File: src/rtl/ss_timing_pkg.sv
package ss_timing_pkg;

    localparam int MAX_LEN = 64;
    localparam int IDX_W   = $clog2(MAX_LEN);
    localparam int LEN_W   = IDX_W + 1;
    localparam int DIV_W   = 8;
    localparam int PRE_W   = 2;
    localparam int CNT_W   = (LEN_W + 3 > DIV_W + 1) ? LEN_W + 3 : DIV_W + 1;

    typedef struct packed {
        logic [LEN_W-1:0] len;    // clamped code length
        logic             slow;   // chip every fourth reference cycle
        logic [1:0]       ratio;  // power-of-two exponent
        logic [DIV_W-1:0] div;    // free-mode divisor
        logic             indep;  // free data rate
    } ss_cfg_t;

    function automatic logic [LEN_W-1:0] clamp_len(input logic [LEN_W-1:0] l);
        if (l < LEN_W'(2))
            return LEN_W'(2);
        if (l > LEN_W'(MAX_LEN))
            return LEN_W'(MAX_LEN);
        return l;
    endfunction

    function automatic logic is_slow(input ss_cfg_t c);
        return c.slow & ~c.indep;
    endfunction

    // Data-bit period in reference cycles.
    function automatic logic [CNT_W-1:0] period_of(input ss_cfg_t c);
        if (c.indep)
            return (c.div == '0) ? CNT_W'(1 << DIV_W) : CNT_W'(c.div);
        return CNT_W'(c.len) << c.ratio;
    endfunction

endpackage

File: src/rtl/ss_rate_gen.sv
module ss_rate_gen
    import ss_timing_pkg::*;
(
    input  logic    clk,
    input  logic    rst,
    input  ss_cfg_t cfg_in,
    output ss_cfg_t cfg_act,
    output logic    chip_en,
    output logic    data_en,
    output logic    chip_next,
    output logic    restart
);

    typedef struct packed {
        ss_cfg_t          cfg;
        logic [PRE_W-1:0] pre;
        logic [CNT_W-1:0] dcnt;
    } rg_state_t;

    rg_state_t        s_q, s_d;
    logic [CNT_W-1:0] per;
    logic             last;
    logic             restart_d;

    always_comb begin
        per       = period_of(s_q.cfg);
        last      = (s_q.dcnt == per - CNT_W'(1));
        s_d       = s_q;
        restart_d = 1'b0;
        if (rst) begin
            s_d.cfg  = cfg_in;
            s_d.pre  = '0;
            s_d.dcnt = '0;
        end else begin
            s_d.pre  = is_slow(s_q.cfg) ? s_q.pre + PRE_W'(1) : '0;
            s_d.dcnt = last ? '0 : s_q.dcnt + CNT_W'(1);
            if (last) begin
                s_d.cfg = cfg_in;
                if (cfg_in != s_q.cfg) begin
                    restart_d = 1'b1;
                    s_d.pre   = '0;
                end
            end
        end
    end

    always_ff @(posedge clk) begin
        s_q <= s_d;
    end

    assign cfg_act   = s_q.cfg;
    assign chip_en   = ~rst & (s_q.pre == '0);
    assign data_en   = ~rst & (s_q.dcnt == '0);
    assign restart   = restart_d;
    assign chip_next = ~rst & ~restart_d & (s_d.pre == '0);

    // fast chip rate gives a strobe every cycle
    a_r2_fast_chip: assert property (@(posedge clk) disable iff (rst)
        !is_slow(cfg_act) |-> chip_en);

    // at the divided rate a strobe is never followed by another at once
    a_r2_slow_gap: assert property (@(posedge clk) disable iff (rst)
        (chip_en && is_slow(cfg_act) && !restart) |=> !chip_en);

    // settings only change into a data-strobe cycle
    a_r9_cfg_hold: assert property (@(posedge clk) disable iff (rst)
        !data_en |-> $stable(cfg_act));

endmodule

File: src/rtl/ss_chip_seq.sv
module ss_chip_seq
    import ss_timing_pkg::*;
(
    input  logic             clk,
    input  logic             rst,
    input  logic [LEN_W-1:0] len,
    input  logic             advance,
    input  logic             restart,
    output logic [IDX_W-1:0] idx
);

    typedef struct packed {
        logic [IDX_W-1:0] idx;
    } cs_state_t;

    cs_state_t s_q, s_d;

    always_comb begin
        s_d = s_q;
        if (rst || restart)
            s_d.idx = '0;
        else if (advance)
            s_d.idx = (LEN_W'(s_q.idx) == len - LEN_W'(1)) ? '0 : s_q.idx + IDX_W'(1);
    end

    always_ff @(posedge clk) begin
        s_q <= s_d;
    end

    assign idx = s_q.idx;

    // index stays below the active code length
    a_r3_idx_in_range: assert property (@(posedge clk) disable iff (rst)
        LEN_W'(idx) < len);

endmodule

File: src/rtl/ss_code_store.sv
module ss_code_store
    import ss_timing_pkg::*;
(
    input  logic             clk,
    input  logic             we,
    input  logic [IDX_W-1:0] waddr,
    input  logic             wbit,
    input  logic [IDX_W-1:0] raddr,
    output logic             chip
);

    logic [MAX_LEN-1:0] mem_q, mem_d;

    always_comb begin
        mem_d = mem_q;
        if (we)
            mem_d[waddr] = wbit;
    end

    // Contents survive reset on purpose.
    always_ff @(posedge clk) begin
        mem_q <= mem_d;
    end

    assign chip = mem_q[raddr];

endmodule

File: src/rtl/ss_spreader.sv
module ss_spreader (
    input  logic clk,
    input  logic rst,
    input  logic data_en,
    input  logic data_in,
    input  logic chip,
    output logic mod_out
);

    typedef struct packed {
        logic bit_v;
    } sp_state_t;

    sp_state_t s_q, s_d;
    logic      bit_now;

    always_comb begin
        bit_now = data_en ? data_in : s_q.bit_v;
        s_d     = s_q;
        if (rst)
            s_d.bit_v = 1'b0;
        else if (data_en)
            s_d.bit_v = data_in;
    end

    always_ff @(posedge clk) begin
        s_q <= s_d;
    end

    assign mod_out = ~rst & (chip ^ bit_now);

    // between strobes the output only follows the chip
    a_r7_bit_held: assert property (@(posedge clk) disable iff (rst)
        (!data_en && $stable(chip)) |-> $stable(mod_out));

endmodule

File: src/rtl/ss_chip_timer.sv
module ss_chip_timer
    import ss_timing_pkg::*;
(
    input  logic             clk,
    input  logic             rst,
    input  logic [LEN_W-1:0] code_len,
    input  logic [DIV_W-1:0] dclk_cfg,
    input  logic             indep_mode,
    input  logic             code_we,
    input  logic [IDX_W-1:0] code_waddr,
    input  logic             code_wbit,
    input  logic             data_in,
    output logic             chip_en,
    output logic             data_en,
    output logic [IDX_W-1:0] chip_idx,
    output logic             mod_out
);

    ss_cfg_t cfg_in;
    ss_cfg_t cfg_act;
    logic    chip_next;
    logic    restart;
    logic    chip_bit;

    always_comb begin
        cfg_in.len   = clamp_len(code_len);
        cfg_in.slow  = dclk_cfg[2];
        cfg_in.ratio = dclk_cfg[1:0];
        cfg_in.div   = dclk_cfg;
        cfg_in.indep = indep_mode;
    end

    ss_rate_gen u_rate (
        .clk       (clk),
        .rst       (rst),
        .cfg_in    (cfg_in),
        .cfg_act   (cfg_act),
        .chip_en   (chip_en),
        .data_en   (data_en),
        .chip_next (chip_next),
        .restart   (restart)
    );

    ss_chip_seq u_seq (
        .clk     (clk),
        .rst     (rst),
        .len     (cfg_act.len),
        .advance (chip_next),
        .restart (restart),
        .idx     (chip_idx)
    );

    ss_code_store u_code (
        .clk   (clk),
        .we    (code_we),
        .waddr (code_waddr),
        .wbit  (code_wbit),
        .raddr (chip_idx),
        .chip  (chip_bit)
    );

    ss_spreader u_spread (
        .clk     (clk),
        .rst     (rst),
        .data_en (data_en),
        .data_in (data_in),
        .chip    (chip_bit),
        .mod_out (mod_out)
    );

    // both strobes and index 0 right after reset release
    a_r1_first_strobes: assert property (@(posedge clk) disable iff (rst)
        $fell(rst) |-> (chip_en && data_en && chip_idx == '0));

    // locked full-rate mode restarts the code on every bit
    a_r6_code_aligned: assert property (@(posedge clk) disable iff (rst)
        (data_en && !cfg_act.indep && !cfg_act.slow) |-> chip_idx == '0);

    // bit edges never split a chip when the period allows it
    a_r6_chip_boundary: assert property (@(posedge clk) disable iff (rst)
        (data_en && is_slow(cfg_act) && period_of(cfg_act)[1:0] == 2'b00) |-> chip_en);

endmodule

File: config.mk
export PLATFORM = sky130hd
export DESIGN_NAME = ss_chip_timer
export DESIGN_NICKNAME = d
export VERILOG_FILES = /design/src/rtl/ss_timing_pkg.sv /design/src/rtl/ss_rate_gen.sv /design/src/rtl/ss_chip_seq.sv /design/src/rtl/ss_code_store.sv /design/src/rtl/ss_spreader.sv /design/src/rtl/ss_chip_timer.sv
export SDC_FILE = /design/constraint.sdc
export NUM_CORES = 1
export LEC_CHECK = 0
export CORE_UTILIZATION = 59
export CTS_BUF_LIST = sky130_fd_sc_hd__clkbuf_16
export CTS_CLUSTER_SIZE = 12
export DETAILED_ROUTE_END_ITERATION = 10
export DONT_BUFFER_PORTS = 1
export PLACE_DENSITY = 0.85
export SLEW_MARGIN = 5
export SYNTH_ARGS = -nofsm -noshare
export SYNTH_HDL_FRONTEND = slang
export SYNTH_SLANG_ARGS = --single-unit
File: constraint.sdc
create_clock -name clk -period 9 [get_ports clk]
set_input_delay 1.8 -clock clk [delete_from_list [all_inputs] [get_ports clk]]
set_output_delay 1.8 -clock clk [all_outputs]
set_load 0.01 [all_outputs]
==> results.txt <==
Final Setup Violations -> 0
antenna violations before repair -> 0
Setup Buffers After CTS -> 0
layout cells sized above 1 -> 0.102
xor/xnor share of the synthesized area -> 0.0640
Die Wd -> 98.3 um
skew final -> 0.0104 ns
reg-to-reg slack, setup -> 5.29 ns
Synth Net Count -> 525
CP peak stage delay -> 0.99 ns
DP Cell Count -> 574
Overflow after GRT -> 0
drt total wl -> 11400 um
worst setup path end -> mod_out
actual slew at the worst max-slew pin -> 1.01 ns
worst reg2reg path endpoint -> u_rate.cfg_act[3]$_DFFE_PP_
largest family of logic cells by synthesized area -> simple AND/OR/NAND/NOR gates
top cell type's share of synthesized area -> 0.439
commonest non-fill, non-tap cell in the layout -> nor2_1
Critical Path Sink Type -> output port
unrepaired setup endpoints after global routing -> false
post-route worst setup slack -> 4.01 ns
P_leak -> 1.85 nW
Core Footprint -> 8850 sq um
Unique masters post-synth -> 58
ANT cells -> 0
Routed Antenna Nets -> 0
Layout area overhead -> 5.92%
H-tree depth -> 3
fillers -> 643
clock-pin slew on the worst setup and hold paths -> 0.08 ns
total power -> 1.05 mW
CP Class -> flop to output port
CP startpoint -> u_seq.idx[1]$_SDFFE_PP0P_
Yosys warnings -> 0
Site Rows -> 34
dpl ws -> 4.40 ns
Fmax -> 0.200 GHz
min Tclk post-route -> 4.99 ns
first-pass GRT wire length -> 18600 um
Nets -> 510
Max clock buf depth -> 2
post-synthesis simple-gate area fraction -> 0.188
TritonCTS Sinks -> 99
Finished Core Util -> 0.655
DP HPWL -> 7790 um
sequential area share after synthesis -> 0.509
# resized after CTS -> 0
Reg2Reg Depth -> 9
clock root buffer -> clkbuf_16
Hold Path Cell Cnt -> 1
slowest stage cell, crit path -> dfxtp_1
Post-synth EDFFs -> 80
Crit Path Max Fanout -> 21
die area -> 9660 sq um
worst endpoint required time -> 7.20 ns
CTS tree -> yes
DRT Pass-1 Iters -> 10
ranking of synthesized cells by area -> edfxtp_1, mux4_2, dfxtp_1, nor2_1, xnor2_1
ordered cell list for the critical path -> mux4_2, mux4_2, mux4_2, xor2_1, nor2_1
failing checks -> design-rule violations
clock latency on the worst-skew pair -> 0.35 ns
most frequent cells in the layout -> nor2_1, edfxtp_1, nand2_1
PD cells -> 181 nW/um^2
crit start category -> flop
Avg WL per Cell -> 19.3 um
most used cell, CP -> mux4_2
WP data arrival -> 3.19 ns
Adder-Cell Fraction of Synth Area -> 0.0137
final setup TNS -> 0 ns
routability cong. -> 0.892
Inserted Clock Buffers -> 9
maximum resistive drop on vdd -> 128 uV
compound-gate portion of the synthesized area -> 0.0821
max-slew violation count -> 0
final cell count without fillers -> 590
final period utilization -> 0.554
Port Buf Inserts -> 0
Initial Utilization -> 0.618
DIE HEIGHT -> 98.3 um
overall routing resource usage -> 0.254
I/O pin total -> 36
Max-Cap Viols -> 0
Slew HR -> 0.329
min-delay worst type -> flop to flop
total number of vias -> 3762
initial drt markers -> 277
R2R Path Start -> u_rate.cfg_act[1]$_DFFE_PP_
Yosys top cell by area -> edfxtp_1
Post-synth top flop -> edfxtp_1
outcome -> finished, violations left
synthesis-stage register bit count -> 99
vias in the first global route -> 3645
post-synthesis mux area share -> 0.108
Via density -> 6.38
cts hold-fix bufs -> 0
syn_area_per_cell -> 11.1 sq um
synthesized cell area -> 5470 sq um
Synth Instances -> 492
Residual DRC -> 3
Final Hold Violating Endpoints -> 0
largest net degree at the start of global routing -> 65
async set-reset flop share out of synthesis -> 0
-- state kept, by name, indices dropped and copies added, names as in the netlist --
signal and cells:
u_code.mem_q 64, u_rate.cfg_act 16, u_rate.s_q 12, u_seq.idx 6
u_spread.s_q 1
-- metal layers --
layer  vias up  global-route usage  wire, um
met5         -                   0         0
met4         0               0.102       296
li1       1782                   -         -
met1      1822               0.313      4500
met3        24              0.0573       683
met2       134               0.436      5940
-- stage by stage --
| step | area, sq um | hold slack, ns |
|---|---|---|
| after floorplan | 5470 | 0.430 |
| after global placement | 5470 | 0.444 |
| after detailed placement | 5470 | 0.454 |
| after CTS | 5790 | 0.485 |
| after global routing | 5790 | 0.503 |
| final | 5790 | 0.490 |
-- cells by family after synthesis --
logic type | Yosys count
AOI/OAI and AO/OA | 61
DFF | 99
buffers and inverters | 39
muxes | 31
xor gates and xnor gates | 40
and+or+nand+nor | 216
adders and majority gates | 6
-- report_power, final --
part / total [mW] / leakage (nW) / switching (mW) / internal (mW)
Sequential: 0.526 / 0.894 / 0.0213 / 0.504
Combinational: 0.123 / 0.803 / 0.0630 / 0.0599
Clock: 0.402 / 0.156 / 0.199 / 0.203
Total: 1.05 / 1.85 / 0.283 / 0.768
-- worst min-delay path by stage --
stage | from | to | slack [ns]
after floorplan | u_rate.s_q[0]$_SDFF_PP0_ | u_rate.s_q[0]$_SDFF_PP0_ | 0.43
after global placement | u_rate.s_q[0]$_SDFF_PP0_ | u_rate.s_q[0]$_SDFF_PP0_ | 0.44
after detailed placement | u_rate.s_q[0]$_SDFF_PP0_ | u_rate.s_q[0]$_SDFF_PP0_ | 0.45
after CTS | u_rate.s_q[0]$_SDFF_PP0_ | u_rate.s_q[0]$_SDFF_PP0_ | 0.49
after global routing | u_rate.s_q[0]$_SDFF_PP0_ | u_rate.s_q[0]$_SDFF_PP0_ | 0.50
final | u_rate.s_q[0]$_SDFF_PP0_ | u_rate.s_q[0]$_SDFF_PP0_ | 0.49
-- synthesized netlist by cell type (3+ instances only) --
master,instances
and3_1,3
a22oi_1,3
a211oi_1,3
nand3_1,19
mux2i_1,6
a21oi_1,13
nor4_1,6
xnor2_1,22
xor2_1,18
mux4_2,22
o211ai_1,3
and2_1,15
inv_1,11
nor2_1,97
nand3b_1,5
nand4_1,6
nor3_1,16
buf_2,4
nor2b_1,9
edfxtp_1,80
ha_1,6
nand2_1,23
o2111ai_1,4
o21a_1,4
o21ai_0,12
clkbuf_1,18
dfxtp_1,19
nand2b_1,5
-- final cells by class --
cell class,instances,area [sq um],area share
clock inverter,7,96.3,0.0166
tap,108,135,0.0233
clock buffer,9,225,0.0389
multi-input combinational,354,2500,0.431
sequential,99,2780,0.480
inverter,12,50.0,0.00864
timing repair buffer,1,7.51,0.00130
-- critical path: cells and delay by family, from the launching register on --
kind | cells | cell delay, ns
mux | 3 | 1.42
flops | 1 | 0.99
simple gates | 1 | 0.24
xor+xnor | 1 | 0.17
Power figures use the tool's default switching activity.
